$ cat src/rtl/gpio_trig_pkg.sv
package gpio_trig_pkg;

    localparam int unsigned BUS_W = 32;
    localparam int unsigned SEL_W = 4;

    typedef enum logic [SEL_W-1:0] {
        SEL_DIR      = 4'd0,
        SEL_DOUT     = 4'd1,
        SEL_DIN      = 4'd2,
        SEL_PULL     = 4'd3,
        SEL_FN_LO    = 4'd4,
        SEL_FN_HI    = 4'd5,
        SEL_TRG_RISE = 4'd6,
        SEL_TRG_FALL = 4'd7,
        SEL_TRG_LVL  = 4'd8,
        SEL_IEN      = 4'd9,
        SEL_IEN_SET  = 4'd10,
        SEL_IEN_CLR  = 4'd11,
        SEL_STAT     = 4'd12
    } reg_sel_e;

endpackage

$ cat src/rtl/gpio_sync.sv
module gpio_sync #(
    parameter int unsigned W = 20
) (
    input  logic         clk,
    input  logic         rst_n,
    input  logic [W-1:0] async_in,
    output logic [W-1:0] lvl_now,
    output logic [W-1:0] lvl_prev
);

    typedef struct packed {
        logic [W-1:0] meta;
        logic [W-1:0] sync;
        logic [W-1:0] hist;
    } sync_t;

    sync_t s_d, s_q;

    always_comb begin
        s_d      = s_q;
        s_d.meta = async_in;
        s_d.sync = s_q.meta;
        s_d.hist = s_q.sync;
    end

    always_ff @(posedge clk or negedge rst_n) begin
        if (!rst_n) s_q <= '0;
        else        s_q <= s_d;
    end

    assign lvl_now  = s_q.sync;
    assign lvl_prev = s_q.hist;

endmodule

$ cat src/rtl/gpio_pin_trig.sv
module gpio_pin_trig (
    input  logic clk,
    input  logic rst_n,
    input  logic lvl_now,
    input  logic lvl_prev,
    input  logic rise_en,
    input  logic fall_en,
    input  logic lvl_sel,
    output logic hit
);

    logic went_up, went_down, one_pol;

    always_comb begin
        went_up   = lvl_now & ~lvl_prev;
        went_down = ~lvl_now & lvl_prev;
        one_pol   = rise_en ^ fall_en;
        if (lvl_sel)
            hit = one_pol & (rise_en ? lvl_now : ~lvl_now);
        else
            hit = (rise_en & went_up) | (fall_en & went_down);
    end

    // An edge-mode event needs an actual change of the synchronised level
    assert_edge_needs_change_R3: assert property (@(posedge clk) disable iff (!rst_n)
        (hit && !lvl_sel) |-> (lvl_now != lvl_prev));

    // Level sense without exactly one polarity never fires
    assert_no_polarity_silent_R5: assert property (@(posedge clk) disable iff (!rst_n)
        (lvl_sel && (rise_en == fall_en)) |-> !hit);

endmodule

$ cat src/rtl/gpio_trig_port.sv
module gpio_trig_port
    import gpio_trig_pkg::*;
#(
    parameter int unsigned PIN_COUNT = 20
) (
    input  logic                 clk,
    input  logic                 rst_n,
    input  logic                 bus_we,
    input  logic [SEL_W-1:0]     bus_addr,
    input  logic [BUS_W-1:0]     bus_wdata,
    output logic [BUS_W-1:0]     bus_rdata,
    input  logic [PIN_COUNT-1:0] pin_in,
    output logic [PIN_COUNT-1:0] pin_out,
    output logic [PIN_COUNT-1:0] pin_oe,
    output logic [PIN_COUNT-1:0] pin_pullup,
    output logic [PIN_COUNT-1:0] pin_fsel0,
    output logic [PIN_COUNT-1:0] pin_fsel1,
    output logic                 irq
);

    localparam int unsigned P = PIN_COUNT;

    typedef struct packed {
        logic [P-1:0] dir;
        logic [P-1:0] dout;
        logic [P-1:0] pull;
        logic [P-1:0] fn_lo;
        logic [P-1:0] fn_hi;
        logic [P-1:0] trg_rise;
        logic [P-1:0] trg_fall;
        logic [P-1:0] trg_lvl;
        logic [P-1:0] ien;
        logic [P-1:0] stat;
    } regs_t;

    regs_t    r_d, r_q;
    reg_sel_e sel;
    logic [P-1:0] wbits, w1c, lvl_now, lvl_prev, hit;
    logic         unused_wdata;

    assign sel          = reg_sel_e'(bus_addr);
    assign wbits        = bus_wdata[P-1:0];
    assign unused_wdata = ^bus_wdata;

    gpio_sync #(.W(P)) u_sync (
        .clk      (clk),
        .rst_n    (rst_n),
        .async_in (pin_in),
        .lvl_now  (lvl_now),
        .lvl_prev (lvl_prev)
    );

    for (genvar g = 0; g < P; g++) begin : g_pin
        gpio_pin_trig u_trig (
            .clk      (clk),
            .rst_n    (rst_n),
            .lvl_now  (lvl_now[g]),
            .lvl_prev (lvl_prev[g]),
            .rise_en  (r_q.trg_rise[g]),
            .fall_en  (r_q.trg_fall[g]),
            .lvl_sel  (r_q.trg_lvl[g]),
            .hit      (hit[g])
        );
    end

    always_comb begin
        r_d = r_q;
        w1c = '0;
        if (bus_we) begin
            case (sel)
                SEL_DIR:      r_d.dir      = wbits;
                SEL_DOUT:     r_d.dout     = wbits;
                SEL_PULL:     r_d.pull     = wbits;
                SEL_FN_LO:    r_d.fn_lo    = wbits;
                SEL_FN_HI:    r_d.fn_hi    = wbits;
                SEL_TRG_RISE: r_d.trg_rise = wbits;
                SEL_TRG_FALL: r_d.trg_fall = wbits;
                SEL_TRG_LVL:  r_d.trg_lvl  = wbits;
                SEL_IEN_SET:  r_d.ien      = r_q.ien | wbits;
                SEL_IEN_CLR:  r_d.ien      = r_q.ien & ~wbits;
                SEL_STAT:     w1c          = wbits;
                default:      ;
            endcase
        end
        // level pins track their condition; edge pins latch until cleared
        r_d.stat = (r_q.trg_lvl & hit)
                 | (~r_q.trg_lvl & ((r_q.stat & ~w1c) | hit));
    end

    always_ff @(posedge clk or negedge rst_n) begin
        if (!rst_n) r_q <= '0;
        else        r_q <= r_d;
    end

    always_comb begin
        bus_rdata = '0;
        case (sel)
            SEL_DIR:      bus_rdata[P-1:0] = r_q.dir;
            SEL_DOUT:     bus_rdata[P-1:0] = r_q.dout;
            SEL_DIN:      bus_rdata[P-1:0] = lvl_now;
            SEL_PULL:     bus_rdata[P-1:0] = r_q.pull;
            SEL_FN_LO:    bus_rdata[P-1:0] = r_q.fn_lo;
            SEL_FN_HI:    bus_rdata[P-1:0] = r_q.fn_hi;
            SEL_TRG_RISE: bus_rdata[P-1:0] = r_q.trg_rise;
            SEL_TRG_FALL: bus_rdata[P-1:0] = r_q.trg_fall;
            SEL_TRG_LVL:  bus_rdata[P-1:0] = r_q.trg_lvl;
            SEL_IEN:      bus_rdata[P-1:0] = r_q.ien;
            SEL_STAT:     bus_rdata[P-1:0] = r_q.stat;
            default:      ;
        endcase
    end

    assign pin_oe     = r_q.dir;
    assign pin_out    = r_q.dout;
    assign pin_pullup = r_q.pull;
    assign pin_fsel0  = r_q.fn_lo;
    assign pin_fsel1  = r_q.fn_hi;
    assign irq        = |(r_q.stat & r_q.ien);

    assert_ien_set_R7: assert property (@(posedge clk) disable iff (!rst_n)
        (bus_we && bus_addr == 4'(SEL_IEN_SET))
        |=> ((r_q.ien & $past(bus_wdata[P-1:0])) == $past(bus_wdata[P-1:0])));

    assert_ien_clr_R7: assert property (@(posedge clk) disable iff (!rst_n)
        (bus_we && bus_addr == 4'(SEL_IEN_CLR))
        |=> ((r_q.ien & $past(bus_wdata[P-1:0])) == '0));

    assert_ien_hold_R7: assert property (@(posedge clk) disable iff (!rst_n)
        !(bus_we && (bus_addr == 4'(SEL_IEN_SET) || bus_addr == 4'(SEL_IEN_CLR)))
        |=> $stable(r_q.ien));

    assert_irq_needs_mask_R8: assert property (@(posedge clk) disable iff (!rst_n)
        irq |-> (r_q.ien != '0));

endmodule

$ cat config.mk
export PLATFORM = sky130hd
export DESIGN_NAME = gpio_trig_port
export DESIGN_NICKNAME = d
export VERILOG_FILES = /design/src/rtl/gpio_trig_pkg.sv /design/src/rtl/gpio_sync.sv /design/src/rtl/gpio_pin_trig.sv /design/src/rtl/gpio_trig_port.sv
export SDC_FILE = /design/constraint.sdc
export NUM_CORES = 1
export LEC_CHECK = 0
export CORE_UTILIZATION = 46
export CTS_BUF_LIST = sky130_fd_sc_hd__clkbuf_4
export DETAILED_ROUTE_END_ITERATION = 6
export PLACE_DENSITY = 0.76
export REMOVE_ABC_BUFFERS = 1
export SETUP_SLACK_MARGIN = 0.5
export SLEW_MARGIN = 20
export SYNTH_ARGS = -nofsm -noshare
export SYNTH_HDL_FRONTEND = slang
export SYNTH_SLANG_ARGS = --single-unit
$ cat constraint.sdc
create_clock -name clk -period 2.4 [get_ports clk]
set_input_delay 0.6 -clock clk [delete_from_list [all_inputs] [get_ports clk]]
set_output_delay 0.6 -clock clk [all_outputs]
set_load 0.02 [all_outputs]
Word-level counts from Yosys, hierarchy flattened

Cells that the tools add are included.

Flip-flop bits (word level): 260
Bits of input ports: 59
Output and inout port bits: 133
Word-level logic and storage cells: 272

Equal/unequal tests: 12
Multiplexer cells: 44
Bitwise operators: 191
Reduce and logical (&&, ||, !) cells: 12

Operators with widths:

| cell                 | count |
|---|---|
| $pmux W20 S11        | 1 |
| $and A1 B1 Y1        | 100 |
| $and A20 B20 Y20     | 5 |
| $not A20 Y20         | 3 |
| $or A20 B20 Y20      | 3 |
| $mux W1              | 40 |
| $mux W20             | 2 |
| $not A1 Y1           | 40 |
| $pmux W20 S2         | 1 |
| $eq A4 B4 Y1 const B | 5 |
| $or A1 B1 Y1         | 20 |
| $reduce_or A20 Y1    | 1 |
| $xor A1 B1 Y1        | 20 |
| $reduce_and A2 Y1    | 9 |
| $eq A4 B3 Y1 const B | 4 |
| $eq A4 B2 Y1 const B | 2 |
| $eq A4 B1 Y1 const B | 1 |
| $logic_not A4 Y1     | 1 |
| $reduce_bool A2 Y1   | 1 |

Longest topological paths before layout

Gate-level depths: netlist of the first run.

Depth in word-level cells: 8
Depth in mapped cells: 7
Gate-level depth less buffers: 5

Hierarchy

A second synthesis of the first run with hierarchy kept.

Cell total of the unflattened synthesis: 1005
Area total of the unflattened synthesis: 12315.6 um^2

By module, submodules not included:

| module         | instances | cells each | area an instance (um^2) | seq. area each (um^2) |
|---|---|---|---|---|
| gpio_trig_port | 1         | 825        | 9963.3                  | 5004.8 |
| gpio_sync      | 1         | 80         | 1651.6                  | 1501.4 |
| gpio_pin_trig  | 20        | 5          | 35.0                    | 0.0 |

Worst setup path before layout of the first run

Ideal clock, no wire load.

Path kind: input to output
Start point: input port bus_addr[3]
End point: output port bus_rdata[0]
Arrival: 1793 ps
Data required time: 1800 ps
Path slack: 7 ps
Stages: 6
Buffers on the path: 3
Path through: buf_6 -> and4bb_1 -> buf_2 -> buf_2 -> a222oi_1 -> nand3_1

Longest elaborated chain between the ends: 2
Elaborated cells between the ends (all ways): 12
Classes of those cells: eq/ne (10); mux (1); reduce/logical (1)

Ends and longest elaborated chain:

| element                                    | RTL line             | text |
|---|---|---|
| from (decl)                                | gpio_trig_port.sv:9  | `input logic [SEL_W-1:0] bus_addr,` |
| $eq A4 B4 Y1, or another cell as far along | gpio_trig_port.sv:97 | `case (sel)` |
| $pmux W20 S11 *                            | gpio_trig_port.sv:97 |  |
| to (decl)                                  | gpio_trig_port.sv:11 | `output logic [BUS_W-1:0] bus_rdata,` |

Mark *: on every way between the ends. The rest lies on a longest branch, timed or not.

==> results of run 1 <==
metrics by stage:
stage / TNS (ps) / instances
final: -6150 / 1593
after global routing: -7180 / 1592
after CTS: -6350 / 1578
after detailed placement: -76560 / 1431
after global placement: -69840 / 1431
after floorplan: -57260 / 827
power groups by stage:
| stage | logic [mW] | clock network, mW | registers (mW) |
|---|---|---|---|
| floorplan | 1.13 | 0 | 6.43 |
| global placement | 3.22 | 0 | 6.18 |
| detailed placement | 3.31 | 0 | 6.22 |
| CTS | 3.29 | 3.91 | 6.14 |
| global route | 3.79 | 4.19 | 6.33 |
| finish | 3.55 | 3.86 | 6.23 |
how the worst max path moves through the flow:
stage          slack [ps]  depth (start not counted)             to
2_1_floorplan       -1210                          5  bus_rdata[11]
3_3_place_gp        -1230                          8  bus_rdata[14]
3_5_place_dp        -1250                          8  bus_rdata[14]
4_1_cts              -400                          6            irq
5_1_grt              -510                          5            irq
6_report             -420                          5            irq
repair_timing:
action | CTS | global route
hold buffers | 1 | 0
cloned | 1 | 1
resized for setup | 654 | 119
endpoints found under the setup margin | 262 | 90
setup buffers | 28 | 12
pin swaps | 28 | 23
endpoints found under the hold margin | 49 | 0
routing by layer:
layer / track usage / routed length, µm / share of wire / vias up
li1: - / - / - / 4037
met5: 0 / 0 / 0 / -
met3: 0.0736 / 3400 / 0.095 / 120
met2: 0.413 / 17200 / 0.48 / 546
met1: 0.343 / 13700 / 0.38 / 4662
met4: 0.149 / 1420 / 0.040 / 0
logic make-up (layout without fill, tap and decap cells):
family,Yosys count,after routing
other,1,14
AND/OR/NAND/NOR,176,176
AO/OA/AOI/OAI,217,217
multiplexers,161,161
buffers and inverters,183,435
flip-flops,260,260
state kept, by name, indices dropped and copies added, names as in the netlist, named ones only:
signal,count
u_sync.s_d,20
r_q,80
u_sync.lvl_now,20
u_sync.lvl_prev,20
pin_pullup,20
pin_fsel0,20
pin_out,20
pin_oe,20
pin_fsel1,20
cell type report:
cell class	instances	area, µm²
diodes	2	5.00
clock buffers	102	766
clock inverters	15	83.8
fillers	1911	9880
inverters	1	3.75
multi-input cells	566	4590
flip-flops and latches	260	6510
well taps	330	413
repair buffers	317	3140
synth_stat cells, drive strengths merged (2+ instances only):
library cell / instances / share of area
a211oi: 19 / 0.012
a21oi: 47 / 0.020
a221oi: 29 / 0.023
a222oi: 20 / 0.017
a22o: 29 / 0.021
a22oi: 32 / 0.020
a31oi: 9 / 0.0047
and3: 8 / 0.0042
and4: 4 / 0.0029
and4b: 2 / 0.0017
and4bb: 3 / 0.0031
buf: 155 / 0.090
clkbuf: 27 / 0.0085
dfrtp: 260 / 0.54
mux2: 160 / 0.15
nand2: 83 / 0.026
nand3: 9 / 0.0038
nand3b: 20 / 0.013
nor2: 38 / 0.012
nor4b: 4 / 0.0057
o21ai: 30 / 0.013
==> metrics, run 1 <==
result of the run finished with violations; failing checks negative setup slack; DRC violation total after the first TritonRoute iteration 1,053; routability-driven placement congestion ratio 0.855; first-pass iteration count of the detailed router 6; via-per-instance ratio 5.88; Horiz. Die Dim 163 µm; maximum frequency from static timing analysis 354 MHz; Internal 9.14 mW; mapped cell area 12,000 µm²; areal power density over the cells 879 nW/µm²; overall die height 163 µm; site row count 58; number of top-level pins 192; number of remaining DRC errors 0; most common library cell in the layout ignoring fill and taps dfrtp_1; prevailing post-synth register cell dfrtp_1; length in cells of the worst reg-to-reg path 4; CTS tree built; highest net fanout along the worst path 2; warnings from Yosys 0; WP buf/inv 1; cell count after synthesis 998; post-synthesis mux area share 0.151; Endpoint, Worst Hold u_sync.s_d[39]; adder-cell share of the synthesized area 0; via count of the first global-routing pass 9,482; worst path arrival time 2220 ps; largest incremental delay on the critical path 390 ps; count of flip-flops with a built-in enable after synthesis 0; worst hold margin 336 ps; count of input and output buffers 167; share of flip-flops with an asynchronous set or reset after synthesis 1.00; area added between synthesis and finish 29.4%; Initial Util 0.472; switching share of power 0.330; main combinational cell family by area after synthesis multiplexers; total power after layout 13.6 mW; RR Startpoint u_sync.lvl_now[4]; wire per inst 22.4 µm; reg-to-reg endpoint r_q[4]; Max clock buf depth 3; Layout Cell Area excl Fill 15,500 µm²; Synth Area in Compound Gates 0.131; Max Clock Skew 45.7 ps; wire length reported by the detailed router 35.7 mm; clock period minus final worst setup slack 2820 ps; overall die area 26,700 µm²; sequential share of power 0.457; hold-critical path depth 1; register bit count reported by yosys 260; category of the most critical setup path register to primary output; commonest non-fill, non-tap cells in the layout 254 x dfrtp_1, 130 x buf_6, 110 x mux2_1; sequential fraction of the synthesis area 0.543; max-slew violations 0; data required time of the worst path 1800 ps; clock root buffer master clkbuf_4; HP Start pin_in[19]; first-pass GRT wire length 53.4 mm; number of antenna violations at the first check in global routing 2; All-Layer GR Usage 0.269; leakage component of the power 7.00 nW; critical path, cell by cell a22o_1 -> a221oi_1 -> and3_1 -> nand4_1 -> buf_6; register clock-pin slew on the reported worst setup and hold paths 60 ps; cell type group with the largest total delay on the critical path compound AO/OA/AOI/OAI gates; post-detail-place hpwl 23.1 mm; Logic pwr share 0.260; power dissipated by switching net loads 4.50 mW; Worst Setup End Kind primary output; insertion delay to the later sink of the worst-skew pair 700 ps; total core area 25,400 µm²; remaining number of nets flagged by the antenna check after routing 0; worst setup slack after layout -424 ps; kind of launch point of the worst setup path register; total via count after detailed routing 9,365; Post-Place Setup Slack -1250 ps; cell at the slowest stage of the critical path dfrtp_1; post-route core utilization 0.611; number of clock buffers inserted by TritonCTS 69; number of sinks driven by the clock tree 260; max-cap check violation count 0; fin crit share 1.18; remaining global-route overflow 0; fraction of final layout cells with drive strength greater than 1 0.385; worst min path class input pin to register; Final setup violation count 21; post-placement cell area 14,000 µm²; pin count of the biggest net entering global routing 55; peak ir drop on the vdd network 0.000449 V; Clock Power Share 0.283; Nets 1,274; worst setup slack for register-to-register paths 1250 ps; synthesized-area fraction occupied by and/or/nand/nor cells 0.0756; maximum level of the CTS H-tree 3; Synth cell types 36; unrepaired setup endpoints after global routing yes; Avg Inst Size Synth 12.0 µm²; post-synthesis xor/xnor area fraction 0; number of hold violations in the final report 0
(Power assumes the default switching activity.)
==> run 2: changes to the inputs <==
CELL_PAD_IN_SITES_DETAIL_PLACEMENT = 1   (was default)
CELL_PAD_IN_SITES_GLOBAL_PLACEMENT = 2   (was default)
CORE_ASPECT_RATIO = 0.9   (was default)
CORE_UTILIZATION = 37   (was 46)
PLACE_DENSITY = 0.88   (was 0.76)
==> run 2 against run 1 <==
Compared with the run above: the run still ends with negative setup slack left; sequential share of layout area is 2.1 points lower; via count grew 3.7%; power grew 4.9%; critical path depth is 5 higher; wire length grew 22%; global-route usage is 0.94 points lower; non-clock buffer count grew 18; fmax fell by 0.89%; critical path type is now input pin to primary output; largest power group unchanged; highest routed layer unchanged.
==> metrics, run 2 (synthesis gave the netlist of run 1 again) <==
number of hold violations in the final report 0; Logic pwr share 0.269; worst setup slack after layout -449 ps; placed instance count 1,512; post-placement cell area 14,100 µm²; Max Clock Skew 38.7 ps; data required time of the worst path 1800 ps; max-cap check violation count 0; Layout Cell Area excl Fill 16,300 µm²; worst min path class register to register; leakage component of the power 7.29 nW; number of clock buffers inserted by TritonCTS 71; maximum level of the CTS H-tree 3; Clock Power Share 0.286; number of remaining DRC errors 0; most common library cell in the layout ignoring fill and taps dfrtp_1; Global Route met2 Usage 0.413; kind of launch point of the worst setup path input pin; peak-usage layer in the global routing report met2; total via count after detailed routing 9,707; clock period minus final worst setup slack 2850 ps; Nets 1,294; maximum frequency from static timing analysis 351 MHz; total core area 31,900 µm²; register with the most flip-flops r_q; count of input and output buffers 167; category of the most critical setup path input pin to primary output; fraction of final layout cells with drive strength greater than 1 0.410; remaining number of nets flagged by the antenna check after routing 0; highest net fanout along the worst path 6; site row count 62; unrepaired setup endpoints after global routing yes; Initial Util 0.376; number of sinks driven by the clock tree 260; fin crit share 1.19; Post-Place Setup Slack -1200 ps; via count of the first global-routing pass 10,400; commonest non-fill, non-tap cells in the layout 255 x dfrtp_1, 161 x buf_6, 109 x mux2_1; peak ir drop on the vdd network 0.000463 V; overall die area 33,100 µm²; routability-driven placement congestion ratio 0.825; area added between synthesis and finish 36.2%; number of top-level pins 192; Slew HR 0.622; All-Layer GR Usage 0.259; failing checks negative setup slack; clock root buffer master clkbuf_4; wire length reported by the detailed router 43.7 mm; areal power density over the cells 876 nW/µm²; non-filler cells, final 1,701; first-pass iteration count of the detailed router 5; result of the run finished with violations; worst-margin pin slew 567 ps; CTS tree built; register clock-pin slew on the reported worst setup and hold paths 60 ps; total power after layout 14.3 mW; switching share of power 0.343; cell at the slowest stage of the critical path and4b_2; via-per-instance ratio 5.71; post-route core utilization 0.512; Internal 9.40 mW; worst path arrival time 2250 ps; remaining global-route overflow 0; power dissipated by switching net loads 4.91 mW; critical path, cell by cell buf_8 -> buf_12 -> buf_12 -> and4b_2 -> buf_6 -> a22o_1 -> a221oi_2 -> and3_1 -> nand2_2 -> buf_6; sequential share of power 0.445; insertion delay to the later sink of the worst-skew pair 710 ps; number of antenna violations at the first check in global routing 3; Max clock buf depth 3; Final setup violation count 21; pin count of the biggest net entering global routing 61; max-slew violations 0; post-detail-place hpwl 26.1 mm; Horiz. Die Dim 192 µm; worst hold margin 326 ps; DRC violation total after the first TritonRoute iteration 1,030; wire per inst 25.7 µm; TNS Setup -8230 ps; GR Layer Usage met3 0.0562; max reg flops 80; met1 track utilization from global routing 0.336; largest incremental delay on the critical path 260 ps; first-pass GRT wire length 64.6 mm; overall die height 173 µm; Worst Setup End Kind primary output
run 2: cell count changes in the layout (fill, tap and decap cells not counted), sizes merged:
cell	before	now
buf	274	283
clkbuf	103	117
clkinv	11	8
clkinvlp	0	1
diode	2	3
run 2: layout make-up:
type	count	area, µm²
antenna	3	7.51
clock buffer	107	803
clock inverter	13	83.8
fill	3247	15600
inverter	1	3.75
multi-input combinational	566	4660
sequential	260	6510
tap	416	520
timing repair buffer	335	3730
run 2: metal layers:
metal  share of wire  wire, µm
met2            0.48     20800
met1            0.41     17900
met3           0.073      3190
met5               0         0
met4           0.041      1810
run 2: path summary, 6_finish.rpt:
path | to | slack, ps | depth (start not counted) | startpoint
setup / recovery | bus_rdata[14] | -450 | 10 | bus_addr[0]
hold / removal | u_sync.lvl_now[12] | 330 | 0 | u_sync.s_d[32]
setup reg to reg | r_q[2] | 1120 | 4 | u_sync.lvl_now[2]
hold reg to reg | u_sync.lvl_now[12] | 330 | 0 | u_sync.s_d[32]
max in group asynchronous | pin_oe[5] | 1230 | 3 | rst_n
min in group asynchronous | u_sync.lvl_prev[8] | 410 | 2 | rst_n
run 2: worst max-delay path, delay by kind of cell:
family / cells / cell delay [ps]
buf+inv: 5 / 660
simple gates: 3 / 560
compound gates: 2 / 420
run 2: power groups by stage:
stage / Combinational (mW) / Sequential, mW / Clock (mW)
global placement: 3.23 / 6.22 / 0
global route: 4.07 / 6.46 / 4.40
finish: 3.84 / 6.37 / 4.10
floorplan: 1.13 / 6.43 / 0
CTS: 3.54 / 6.24 / 4.10
detailed placement: 3.34 / 6.27 / 0
run 2: repair_timing:
item,CTS,global route
cloned,6,1
gates resized for setup,677,161
hold endpoints to repair,52,0
hold buffers,1,0
setup endpoints to repair,238,113
pin swaps,46,28
buffers inserted,47,11
==> run 3: changes to the inputs <==
CORE_MARGIN = 1.5   (was default)
==> run 3 against run 2 <==
Compared with the run above: the flow still finishes with violations (negative setup slack); final cell count fell by 1.5%; global-route usage fell by 1.5 points; worst hold slack gained 20 ps; worst setup slack better by 24 ps; first-iteration DRC count fell by 36%; wire length decreased by 7.2%; critical path type is now register to primary output; critical endpoint is now irq.
==> metrics, run 3 (synthesis gave the netlist of run 1 again) <==
number of top-level pins 192; via count of the first global-routing pass 10,100; top routing layer in use met4; peak ir drop on the vdd network 0.000427 V; max reg flops 80; maximum frequency from static timing analysis 354 MHz; highest net fanout along the worst path 2; areal power density over the cells 860 nW/µm²; Slew HR 0.658; Horiz. Die Dim 193 µm; count of input and output buffers 167; Max clock buf depth 3; clock period minus final worst setup slack 2830 ps; max-slew violations 0; overall die area 33,500 µm²; area added between synthesis and finish 32.1%; remaining number of nets flagged by the antenna check after routing 0; critical path, cell by cell a22o_1 -> a221oi_2 -> buf_4 -> and3_4 -> nand4_1 -> buf_4; number of remaining DRC errors 0; total core area 31,900 µm²; first-pass GRT wire length 61.4 mm; pin count of the biggest net entering global routing 60; post-detail-place hpwl 26.4 mm; number of clock buffers inserted by TritonCTS 71; kind of launch point of the worst setup path register; DRC violation total after the first TritonRoute iteration 658; failing checks negative setup slack; commonest non-fill, non-tap cells in the layout 254 x dfrtp_1, 123 x buf_6, 110 x mux2_1; first-pass iteration count of the detailed router 7; Initial Util 0.376; insertion delay to the later sink of the worst-skew pair 660 ps; routed metal-1 wire length 17.0 mm; Filler cells 3,307; worst min path class register to register; post-placement cell area 14,200 µm²; All-Layer GR Usage 0.244; CTS tree built; cell at the slowest stage of the critical path dfrtp_1; worst setup slack after layout -425 ps; fraction of final layout cells with drive strength greater than 1 0.390; number of hold violations in the final report 0; most common library cell in the layout ignoring fill and taps dfrtp_1; HP Start u_sync.s_d[24]; routability-driven placement congestion ratio 0.822; total via count after detailed routing 9,346; register with the most flip-flops r_q; met2 routed wirelength 19.5 mm; Worst Setup End Kind primary output; remaining global-route overflow 0; Max Clock Skew 42.8 ps; result of the run finished with violations; total power after layout 13.6 mW; RR Startpoint u_sync.lvl_now[8]; data required time of the worst path 1800 ps; worst-margin pin slew 514 ps; wire length reported by the detailed router 40.6 mm; register clock-pin slew on the reported worst setup and hold paths 60 ps; category of the most critical setup path register to primary output; Layout Cell Area excl Fill 15,800 µm²; fin crit share 1.18; site row count 62; Post-Place Setup Slack -1310 ps; worst path arrival time 2230 ps; TNS Setup -5840 ps; leakage component of the power 7.07 nW; Nets 1,278; max-cap check violation count 0; wire per inst 24.2 µm; overall die height 174 µm; Final setup violation count 21; number of antenna violations at the first check in global routing 1; number of sinks driven by the clock tree 260; most numerous cell on the critical path buf_4; length of routed met3 wiring 2.57 mm; unrepaired setup endpoints after global routing yes; maximum level of the CTS H-tree 3; via-per-instance ratio 5.58; clock root buffer master clkbuf_4; largest incremental delay on the critical path 380 ps
-- run 3: cell count changes in the layout (fill, tap and decap cells not counted), sizes merged --
cell and change:
buf -7, diode -2, clkbuf -21, clkinv +5, clkinvlp -1
-- run 3: final cells by class --
class                           count  area (µm²)  share of cell area
Clock buffer                       95         713              0.0450
Sequential cell                   260        6510               0.411
Timing Repair Buffer              319        3350               0.212
Antenna cell                        1        2.50            0.000158
Tap cell                          416         520              0.0329
Clock inverter                     17        91.3             0.00577
Multi-Input combinational cell    566        4630               0.293
Inverter                            1        3.75            0.000237
-- run 3: power breakdown --
group,internal (mW),switching (mW)
registers,5.27,0.993
clock network,1.92,1.84
logic,1.79,1.78
total,8.99,4.62
-- run 3: path summary, 6_finish.rpt --
| kind | cells past startpoint | slack [ps] | to |
|---|---|---|---|
| max | 6 | -430 | irq |
| max in group asynchronous | 3 | 1170 | pin_fsel0[15] |
| max reg2reg | 4 | 1250 | r_q[8] |
| min | 0 | 350 | u_sync.lvl_now[4] |
| min in group asynchronous | 2 | 470 | pin_out[7] |
| min reg2reg | 0 | 350 | u_sync.lvl_now[4] |
-- run 3: routing by layer --
layer | GRT usage | vias up
met5 | 0 | -
met1 | 0.314 | 4812
met2 | 0.392 | 379
li1 | - | 4040
met3 | 0.0559 | 115
met4 | 0.107 | 0
-- run 3: metrics by stage --
step,cells,util,hold WS (ps)
after floorplan,827,-,304
after global placement,1516,0.447,332
after detailed placement,1516,0.447,336
after CTS,1660,0.484,327
after global routing,1675,0.497,345
final,1675,0.497,346
-- run 3: what timing repair did --
action                     in CTS  in global routing
setup endpoints to repair     275                 67
gates cloned                    3                  1
hold endpoints to repair       51                  0
pin swaps                      44                 37
hold buffers                    1                  0
resized for setup             708                 78
buffers inserted               28                 13
-- run 3: worst max-delay path, delay by kind of cell (launching register included) --
| family | cells | cell delay, ps |
|---|---|---|
| AND/OR/NAND/NOR | 2 | 350 |
| flip-flops | 1 | 380 |
| buffers and inverters | 2 | 370 |
| AO/OA/AOI/OAI | 2 | 460 |
